## src/rtl/gpio_port_pkg.sv

```systemverilog
package gpio_port_pkg;

    // Pending-latch controller states
    typedef enum logic [0:0] {
        ST_ARMED   = 1'b0,
        ST_PENDING = 1'b1
    } irq_state_e;

    // Register selected by the bus address
    typedef enum logic [1:0] {
        SEL_NONE = 2'd0,
        SEL_DATA = 2'd1,
        SEL_DIR  = 2'd2,
        SEL_OPT  = 2'd3
    } reg_sel_e;

endpackage

```

## src/rtl/gpio_pin_sync.sv

```systemverilog
module gpio_pin_sync #(
    parameter int W      = 8,
    parameter int STAGES = 2
) (
    input  logic         clk,
    input  logic         rst_n,
    input  logic [W-1:0] d,
    output logic [W-1:0] q
);
    localparam int CHAIN_W = STAGES * W;

    logic [CHAIN_W-1:0] chain_q;

    // Shift register: the newest sample enters at the low end.
    // It resets to ones so that reset causes no falling edge.
    always_ff @(posedge clk or negedge rst_n) begin
        if (!rst_n) begin
            chain_q <= '1;
        end else begin
            chain_q <= {chain_q[CHAIN_W-W-1:0], d};
        end
    end

    assign q = chain_q[CHAIN_W-1 -: W];

endmodule

```

## src/rtl/gpio_port_regs.sv

```systemverilog
module gpio_port_regs
    import gpio_port_pkg::*;
#(
    parameter int              W         = 8,
    parameter int              ADDR_W    = 16,
    parameter logic [ADDR_W-1:0] DATA_ADDR = 16'h0001,
    parameter logic [ADDR_W-1:0] DIR_ADDR  = 16'h0005,
    parameter logic [ADDR_W-1:0] OPT_ADDR  = 16'h3FF0,
    parameter logic [W-1:0]    OPT_INIT  = '0
) (
    input  logic              clk,
    input  logic              rst_n,
    input  logic [ADDR_W-1:0] bus_addr,
    input  logic [W-1:0]      bus_wdata,
    input  logic              bus_we,
    input  logic [W-1:0]      pin_sync,
    output logic [W-1:0]      data_q,
    output logic [W-1:0]      dir_q,
    output logic [W-1:0]      opt_q,
    output logic [W-1:0]      bus_rdata
);
    reg_sel_e sel;

    always_comb begin
        if (bus_addr == DATA_ADDR) begin
            sel = SEL_DATA;
        end else if (bus_addr == DIR_ADDR) begin
            sel = SEL_DIR;
        end else if (bus_addr == OPT_ADDR) begin
            sel = SEL_OPT;
        end else begin
            sel = SEL_NONE;
        end
    end

    // The data latch has no reset: its contents stay through reset
    always_ff @(posedge clk) begin
        if (bus_we && (sel == SEL_DATA)) begin
            data_q <= bus_wdata;
        end
    end

    always_ff @(posedge clk or negedge rst_n) begin
        if (!rst_n) begin
            dir_q <= '0;
        end else if (bus_we && (sel == SEL_DIR)) begin
            dir_q <= bus_wdata;
        end
    end

    always_ff @(posedge clk or negedge rst_n) begin
        if (!rst_n) begin
            opt_q <= OPT_INIT;
        end else if (bus_we && (sel == SEL_OPT)) begin
            opt_q <= bus_wdata;
        end
    end

    // Output pins read back the latch, input pins read the synchronized pad
    always_comb begin
        unique case (sel)
            SEL_DATA: bus_rdata = (data_q & dir_q) | (pin_sync & ~dir_q);
            SEL_DIR:  bus_rdata = dir_q;
            SEL_OPT:  bus_rdata = opt_q;
            default:  bus_rdata = '0;
        endcase
    end

endmodule

```

## src/rtl/gpio_irq_ctrl.sv

```systemverilog
module gpio_irq_ctrl
    import gpio_port_pkg::*;
#(
    parameter int W = 8
) (
    input  logic         clk,
    input  logic         rst_n,
    input  logic [W-1:0] pin_sync,
    input  logic [W-1:0] dir_q,
    input  logic [W-1:0] opt_q,
    input  logic         irq_sync,
    input  logic         sense_level,
    input  logic         irq_ack,
    output logic         comb_line,
    output logic         line_fall,
    output logic         pending,
    output logic         irq_req_n
);
    logic [W-1:0] src;
    logic         line_q;
    irq_state_e   state_q, state_d;

    // A pin counts only when it is enabled and set as an input.
    // Otherwise it holds its term of the AND high.
    for (genvar i = 0; i < W; i++) begin : g_src
        assign src[i] = pin_sync[i] | dir_q[i] | ~opt_q[i];
    end

    assign comb_line = (&src) & irq_sync;

    always_ff @(posedge clk or negedge rst_n) begin
        if (!rst_n) begin
            line_q <= 1'b1;
        end else begin
            line_q <= comb_line;
        end
    end

    assign line_fall = line_q & ~comb_line;

    // State register
    always_ff @(posedge clk or negedge rst_n) begin
        if (!rst_n) begin
            state_q <= ST_ARMED;
        end else begin
            state_q <= state_d;
        end
    end

    // Next-state logic
    always_comb begin
        state_d = state_q;
        unique case (state_q)
            ST_ARMED: begin
                if (line_fall) begin
                    state_d = ST_PENDING;
                end
            end
            ST_PENDING: begin
                if (irq_ack && !line_fall) begin
                    state_d = ST_ARMED;
                end
            end
            default: state_d = ST_ARMED;
        endcase
    end

    // Output logic
    always_comb begin
        unique case (state_q)
            ST_PENDING: begin
                pending   = 1'b1;
                irq_req_n = 1'b0;
            end
            default: begin
                pending   = 1'b0;
                irq_req_n = ~(sense_level & ~comb_line);
            end
        endcase
    end

endmodule

```

## src/rtl/gpio_irq_port.sv

```systemverilog
module gpio_irq_port
    import gpio_port_pkg::*;
#(
    parameter int                WIDTH       = 8,
    parameter int                ADDR_W      = 16,
    parameter int                SYNC_STAGES = 2,
    parameter logic [ADDR_W-1:0] DATA_ADDR   = 16'h0001,
    parameter logic [ADDR_W-1:0] DIR_ADDR    = 16'h0005,
    parameter logic [ADDR_W-1:0] OPT_ADDR    = 16'h3FF0,
    parameter logic [WIDTH-1:0]  OPT_INIT    = '0
) (
    input  logic              clk,
    input  logic              rst_n,
    input  logic [ADDR_W-1:0] bus_addr,
    input  logic [WIDTH-1:0]  bus_wdata,
    input  logic              bus_we,
    output logic [WIDTH-1:0]  bus_rdata,
    input  logic [WIDTH-1:0]  pin_in,
    output logic [WIDTH-1:0]  pin_out,
    output logic [WIDTH-1:0]  pin_oe,
    output logic [WIDTH-1:0]  pin_pullup,
    input  logic              irq_pin_n,
    input  logic              sense_level,
    input  logic              irq_ack,
    output logic              irq_req_n
);
    logic [WIDTH-1:0] pin_sync;
    logic [WIDTH-1:0] data_q, dir_q, opt_q;
    logic             irq_sync;
    logic             comb_line, line_fall, irq_pending;

    gpio_pin_sync #(.W(WIDTH), .STAGES(SYNC_STAGES)) u_pin_sync (
        .clk   (clk),
        .rst_n (rst_n),
        .d     (pin_in),
        .q     (pin_sync)
    );

    gpio_pin_sync #(.W(1), .STAGES(SYNC_STAGES)) u_irq_sync (
        .clk   (clk),
        .rst_n (rst_n),
        .d     (irq_pin_n),
        .q     (irq_sync)
    );

    gpio_port_regs #(
        .W         (WIDTH),
        .ADDR_W    (ADDR_W),
        .DATA_ADDR (DATA_ADDR),
        .DIR_ADDR  (DIR_ADDR),
        .OPT_ADDR  (OPT_ADDR),
        .OPT_INIT  (OPT_INIT)
    ) u_regs (
        .clk       (clk),
        .rst_n     (rst_n),
        .bus_addr  (bus_addr),
        .bus_wdata (bus_wdata),
        .bus_we    (bus_we),
        .pin_sync  (pin_sync),
        .data_q    (data_q),
        .dir_q     (dir_q),
        .opt_q     (opt_q),
        .bus_rdata (bus_rdata)
    );

    gpio_irq_ctrl #(.W(WIDTH)) u_irq (
        .clk         (clk),
        .rst_n       (rst_n),
        .pin_sync    (pin_sync),
        .dir_q       (dir_q),
        .opt_q       (opt_q),
        .irq_sync    (irq_sync),
        .sense_level (sense_level),
        .irq_ack     (irq_ack),
        .comb_line   (comb_line),
        .line_fall   (line_fall),
        .pending     (irq_pending),
        .irq_req_n   (irq_req_n)
    );

    assign pin_out    = data_q;
    assign pin_oe     = dir_q;
    assign pin_pullup = opt_q & ~dir_q;

endmodule

```

## config.mk

```make
export PLATFORM = sky130hd
export DESIGN_NAME = gpio_irq_port
export DESIGN_NICKNAME = d
export VERILOG_FILES = /design/src/rtl/gpio_port_pkg.sv /design/src/rtl/gpio_pin_sync.sv /design/src/rtl/gpio_port_regs.sv /design/src/rtl/gpio_irq_ctrl.sv /design/src/rtl/gpio_irq_port.sv
export SDC_FILE = /design/constraint.sdc
export NUM_CORES = 1
export LEC_CHECK = 0
export ABC_AREA = 0
export BUFFER_PORTS_ARGS = -buffer_cell sky130_fd_sc_hd__buf_2
export CORE_UTILIZATION = 54
export CTS_BUF_LIST = sky130_fd_sc_hd__clkbuf_4 sky130_fd_sc_hd__clkbuf_8
export DETAILED_ROUTE_END_ITERATION = 16
export PLACE_DENSITY = 0.87
export SYNTH_ARGS = -nofsm -noshare
export SYNTH_HDL_FRONTEND = slang
export SYNTH_SLANG_ARGS = --single-unit
```

## constraint.sdc

```tcl
create_clock -name clk -period 2.8 [get_ports clk]
set_input_delay 0.56 -clock clk [delete_from_list [all_inputs] [get_ports clk]]
set_output_delay 0.56 -clock clk [all_outputs]
set_load 0.02 [all_outputs]
```

==> results of run 1 <==
## stage by stage
stage	cells	setup slack [ps]	instance area, sq um
final	262	197	2360
after floorplan	140	384	1860
after CTS	262	149	2360
after global routing	262	90.0	2360
after detailed placement	254	337	2280
after global placement	254	437	2280
## critical path, delay by kind of cell (launching register included)
family	cells	cell delay [ps]
AOI/OAI and AO/OA	2	690
and+or+nand+nor	2	280
DFF	1	550
buffers and inverters	1	170
## flip-flops by register name, indices dropped and copies added (netlist names)
name                flops
u_pin_sync.chain_q     16
u_irq_sync.chain_q      2
u_regs.opt_q            8
u_irq.line_q            1
u_regs.data_q           8
u_regs.dir_q            8
u_irq.state_q           1
## per-layer routing
layer  wire length (um)  part of all wire
met1               1560              0.39
met2               2220              0.55
met3                255             0.063
met4                 21            0.0052
met5                  0                 0
## cells by family after synthesis
family | count (synthesis) | synth area share
AOI/OAI and AO/OA | 23 | 0.0881
buffers and inverters | 8 | 0.0202
DFF | 44 | 0.626
muxes | 16 | 0.113
and+or+nand+nor | 49 | 0.153
## final cells by class
cell class	count	area, sq um
clock buffers	6	45.0
clock inverters	2	35.0
fillers	221	797
inverters	5	18.8
multi-input cells	88	664
flip-flops and latches	44	1160
well taps	44	55.1
repair buffers	73	373
## power groups by stage
stage	clock network, uW	logic (uW)	registers [uW]
after CTS	397	70.2	684
final	388	69.1	684
after global routing	430	76.5	685
after detailed placement	0	69.7	695
after global placement	0	65.1	694
after floorplan	0	20.8	693
## placed cells by master (no fill, tap or decap)
cell type	instances
nor2_2	1
buf_4	3
nor4_2	2
dfstp_2	19
bufinv_16	1
nor4b_1	1
and4_1	1
nand2b_1	2
o31ai_1	3
nor2_1	6
and3_1	1
mux2_4	8
buf_2	70
nor3_1	2
and4b_1	1
mux2_2	8
nor3b_1	5
or4_1	1
inv_1	5
a221oi_1	1
a2111oi_0	1
o21ai_0	8
nand4_1	4
a22o_1	9
nor2b_1	8
edfxtp_1	8
a21oi_1	1
dfrtp_1	17
nor4_1	3
clkbuf_4	6
clkinv_2	1
nand2_1	11
## worst min-delay path by stage
| stage | endpoint | slack [ps] | cells after the start |
|---|---|---|---|
| global placement | u_pin_sync.chain_q[15] | 350 | 0 |
| global route | u_pin_sync.chain_q[4] | 250 | 1 |
| CTS | u_regs.dir_q[3] | 270 | 1 |
| finish | u_irq.state_q | 260 | 1 |
| detailed placement | u_pin_sync.chain_q[14] | 350 | 0 |
| floorplan | u_irq.state_q | 260 | 0 |
==> results.md, run 1 <==
- Outcome: finished, final reports clean
- Final core utilization: 0.747
- Gate Count Post-Synth: 140
- Pwr Density: about 480 nW/um^2
- Gate power share: 0.061
- Overall Power: approximately 1100 uW
- DR vias: 1422
- Final setup fails: 0
- Worst reg2reg endpoint: u_irq.state_q
- IO Port Bufs: 70
- Synth area leader: dfstp_2
- Crit start category: flop
- Number of global-route vias before repair: ~1400
- Synth area leaders: dfstp_2 27%, dfrtp_1 23%, edfxtp_1 13%
- Max VDD drop: 0.456 mV
- Area Growth Syn to Fin: 26.6%
- Chip width: 60.7 um
- Top cells by count, synth: 19 x dfstp_2, 17 x dfrtp_1, 11 x nand2_1
- Final ANT Viol Nets: 0
- Layout Nets: 255
- Fin. max-slew vios: 0
- Synthesized cell area: 1860 sq um
- Cell Chain, Critical Path: nor3b_1 > a2111oi_0 > nand4_1 > a21oi_1 > buf_2
- Internal cell power: between 900 and 1000 uW
- CTS buffer count: 5
- Core area: 3150 sq um
- IO Pins: 71
- Critical Path AT: 2040 ps
- Seq/Total Area, Yosys: 0.626
- Fmax: 384 MHz
- Final Critical Period: 2600 ps
- Critical path endpoint: irq_req_n
- First-pass GRT wire length: 6050 um
- Clock power share: 0.340
- Mean Syn Cell Area: about 13 sq um
- Worst-margin pin slew: 748 ps
- Longest Clk Path Bufs: 2
- Worst Setup End Kind: primary output
- Max incr delay on CP: 550 ps
- R2R depth: 4
- Sequential power share: 0.599
- Grt met1 use: 0.276
- Yosys cell types: 29
- Lkg Pwr: 0.00119 uW
- Met3 Use GR: 0.0789
- Ys Warns: 0
- Starting density of the core: 0.590
- # diodes: 0
- Layout cell share with drive strength beyond 1: 0.546
- Largest net degree at the start of global routing: 37
- Met2 Usage GRT: 0.425
- Worst path required time: 2240 ps
- Vias per cell: 5.43
- Die H: 60.7 um
- Crit-path max FO: 3
- Synth Flop Type: dfstp_2
- TritonCTS clock tree: built
- Final period util: 0.930
- H-tree lvl count: 2
- Post-cts repair resize count: 0
- Initial antenna violation count: 0
- GR peak layer: met2
- CP max-delay cell: dfstp_2
- Post-synth top area share: 0.268
- Switching power: 238 uW
- Clock Root Buffer: clkbuf_4
- Die area: 3680 sq um
- HP Class: in2async
- HPWL Detailed: 2970 um
- Placer Congestion: between 0.7 and 0.8
- Share of flip-flops with an asynchronous set or reset: 0.818
- Relative slew slack: 0.501
- Worst clock skew: 14.5 ps
- Syn Nets: approximately 180
- Hold slack: 260 ps
- Maxcap violations: 0
- Clk sinks: 44
- CTS Hold Bufs: 0
- Clock transition at path regs: 130 ps
- Clk_lat worst skew: roughly 350 ps
- Fin. Hold Viols: 0
- Most common cell in the netlist: dfstp_2
- Total gr overflow: 0
- FF+latch count, synth: 44
- Drt drc: 0
- Average wire per standard cell: 15.5 um
- Total Routed Length: 4060 um
- Unrepaired setup endpoints after global routing: false
- Setup TNS: 0 ps
- Global-route usage over all layers: 0.242
- Row count: 20
- CP Class: reg2out
- 1st-iter DRT viols: 55
- Switching part of the total: 0.208
- Setup Fix Bufs, Post-CTS: 0
- CP Launch Point: u_pin_sync.chain_q[14]
- RR Startpoint: u_pin_sync.chain_q[14]
- Reg2reg setup slack: about 1100 ps
- EDFF count, synth: 8
- First drt pass iteration count: 6
Note: power is estimated with default switching activity, not from simulation.
==> run 2: changes to the inputs <==
--- a/config.mk
+++ b/config.mk
@@ -7,10 +7,12 @@
 export LEC_CHECK = 0
 export ABC_AREA = 0
 export BUFFER_PORTS_ARGS = -buffer_cell sky130_fd_sc_hd__buf_2
-export CORE_UTILIZATION = 54
+export CELL_PAD_IN_SITES_DETAIL_PLACEMENT = 0
+export CELL_PAD_IN_SITES_GLOBAL_PLACEMENT = 1
+export CORE_UTILIZATION = 42
 export CTS_BUF_LIST = sky130_fd_sc_hd__clkbuf_4 sky130_fd_sc_hd__clkbuf_8
 export DETAILED_ROUTE_END_ITERATION = 16
-export PLACE_DENSITY = 0.87
+export PLACE_DENSITY_LB_ADDON = 0.1
 export SYNTH_ARGS = -nofsm -noshare
 export SYNTH_HDL_FRONTEND = slang
 export SYNTH_SLANG_ARGS = --single-unit
==> run 2 against run 1 <==
Against the previous run: combinational power fell by 1%; largest cell class unchanged; first-iteration DRC count rose by 1.8%; clock skew fell by 7.5 ps; wire length rose by 4.3%; critical path depth rose by 2; sequential cell count did not move; worst setup slack improved by 11 ps; non-clock buffer count rose by 1; utilization fell by 16 points; cell count rose by 2.7%; sequential power barely moved.
==> results.md, run 2 (synthesis gave the netlist of run 1 again) <==
- Core area: 4120 sq um (+31%)
- Die H: 68.6 um (+13%)
- Unrepaired setup endpoints after global routing: false
- Global-route usage over all layers: 0.199 (-0.0429)
- Max VDD drop: 0.497 mV (+8.9%)
- 1st-iter DRT viols: 56 (+1.8%)
- HP Class: in2async
- Fmax: 386 MHz (+0.43%)
- Clock Root Buffer: clkbuf_8
- Fin. max-slew vios: 0 (unchanged)
- Lkg Pwr: 0.00121 uW (+1.6%)
- Max FFs per register: 16 (unchanged)
- Row count: 23 (+15%)
- Placed Cells: 261 (+2.8%)
- CTS Hold Bufs: 0 (unchanged)
- Final Critical Period: 2590 ps (-11.0 ps)
- Drt drc: 0 (unchanged)
- IO Port Bufs: 70 (unchanged)
- Final period util: 0.926 (-0.00394)
- Register area: 1160 sq um (unchanged)
- TritonCTS clock tree: built
- Critical Path AT: 2030 ps (about the same)
- DR vias: 1416 (-0.42%)
- Overall Power: 1240 uW (+8.7%)
- WL met3: 343 um (+35%)
- # diodes: 0 (unchanged)
- Relative slew slack: 0.474 (-0.0268)
- Clock transition at path regs: 80 ps (-50 ps)
- Met2 WL: 2090 um (-6.0%)
- Vias per cell: 5.26 (-3.0%)
- Pwr Density: 515 nW/um^2 (+6.4%)
- Worst clock skew: 6.97 ps (-7.52 ps)
- Outcome: finished, final reports clean
- Wl on met1: 1770 um (+13%)
- Total Routed Length: 4230 um (+4.3%)
- Commonest non-fill, non-tap cell in the layout: buf_2
- Clk_lat worst skew: 290 ps (-60 ps)
- Worst Setup End Kind: primary output
- Maxcap violations: 0 (unchanged)
- Final Non-Filler Cells: 269 (+2.7%)
- RR Startpoint: u_pin_sync.chain_q[14]
- Starting density of the core: 0.452 (-0.138)
- Clk sinks: 44 (unchanged)
- Final setup fails: 0 (unchanged)
- Top reg by flops: u_pin_sync.chain_q
- Setup TNS: 0 ps (unchanged)
- HPWL Detailed: 3050 um (+2.9%)
- Layout Nets: 256 (+0.39%)
- Reg2reg setup slack: 1110 ps (-20 ps)
- Count of filler cells inserted in the layout: 366 (+66%)
- Final ANT Viol Nets: 0 (unchanged)
- CP Class: in2out
- IO Pins: 71 (unchanged)
- First drt pass iteration count: 4 (-2)
- Area Growth Syn to Fin: 29.3%
- Chip width: 68.6 um (+13%)
- Most frequent cells in the layout: 70 x buf_2, 19 x dfstp_2, 17 x dfrtp_1
- Worst reg2reg endpoint: u_irq.state_q
- Highest routed layer: met4
- CTS buffer count: 5 (unchanged)
- Die area: 4700 sq um (+28%)
- Fin. Hold Viols: 0 (unchanged)
- Number of global-route vias before repair: 1342 (-2.3%)
- Initial antenna violation count: 0 (unchanged)
- Layout cell share with drive strength beyond 1: 0.548 (+0.00207)
- Final core utilization: 0.584 (-0.163)
- Placer Congestion: 0.733 (-4.9%)
- First-pass GRT wire length: 6550 um (+8.2%)
- Total gr overflow: 0 (unchanged)
- Longest Clk Path Bufs: 2 (unchanged)
- R2R depth: 4 (unchanged)
- Multi-input logic area: 664 sq um (unchanged)
- Hold slack: 348 ps (+87.8 ps)
- Setup Fix Bufs, Post-CTS: 0 (unchanged)
- Worst-margin pin slew: 788 ps (+40.1 ps)
- Worst path required time: 2240 ps (about the same)
- H-tree lvl count: 2 (unchanged)
- Crit start category: input pin
- Average wire per standard cell: 15.7 um (+1.6%)
- Post-cts repair resize count: 0 (unchanged)
- Crit-path max FO: 8 (+5)
- Largest net degree at the start of global routing: 37 (unchanged)
-- run 2: critical path, stage by stage --
cell and delay (ps):
buf_2 100, nor4_1 450, nand4_1 220, nor3_1 190, buf_4 210, a22o_1 140, buf_2 160
-- run 2: layer usage --
layer / track usage / vias to the layer above
met5: 0 / -
met4: 0.0547 / 0
met1: 0.266 / 676
met2: 0.317 / 61
met3: 0.0543 / 5
li1: - / 674
-- run 2: how the worst max path moves through the flow --
stage                            from            to  slack (ps)  cells past startpoint
5_1_grt               u_regs.opt_q[2]     irq_req_n         110                      5
3_3_place_gp              bus_addr[5]  bus_rdata[5]         380                      7
4_1_cts        u_pin_sync.chain_q[14]     irq_req_n         190                      5
2_1_floorplan             bus_addr[5]  bus_rdata[6]         380                      4
3_5_place_dp              bus_addr[5]  bus_rdata[3]         290                      7
6_report                  bus_addr[5]  bus_rdata[5]         210                      7
-- run 2: area by class of cell --
type                            instances  share of cell area
Multi-Input combinational cell         88               0.276
Sequential cell                        44               0.484
Tap cell                               50              0.0260
Clock inverter                          1              0.0125
Timing Repair Buffer                   74               0.158
Inverter                                5             0.00780
Clock buffer                            7              0.0349
-- run 2: stage by stage --
step | worst slack (ps) | cell area (sq um)
floorplan | 384 | 1860
global placement | 384 | 2290
detailed placement | 287 | 2290
CTS | 187 | 2400
global route | 110 | 2400
finish | 208 | 2400
-- run 2: report_power, final --
group | switching (uW) | total, uW | internal, uW
Clock | 201 | 488 | 286
Sequential | 5.92 | 683 | 677
Combinational | 39.9 | 68.3 | 28.4
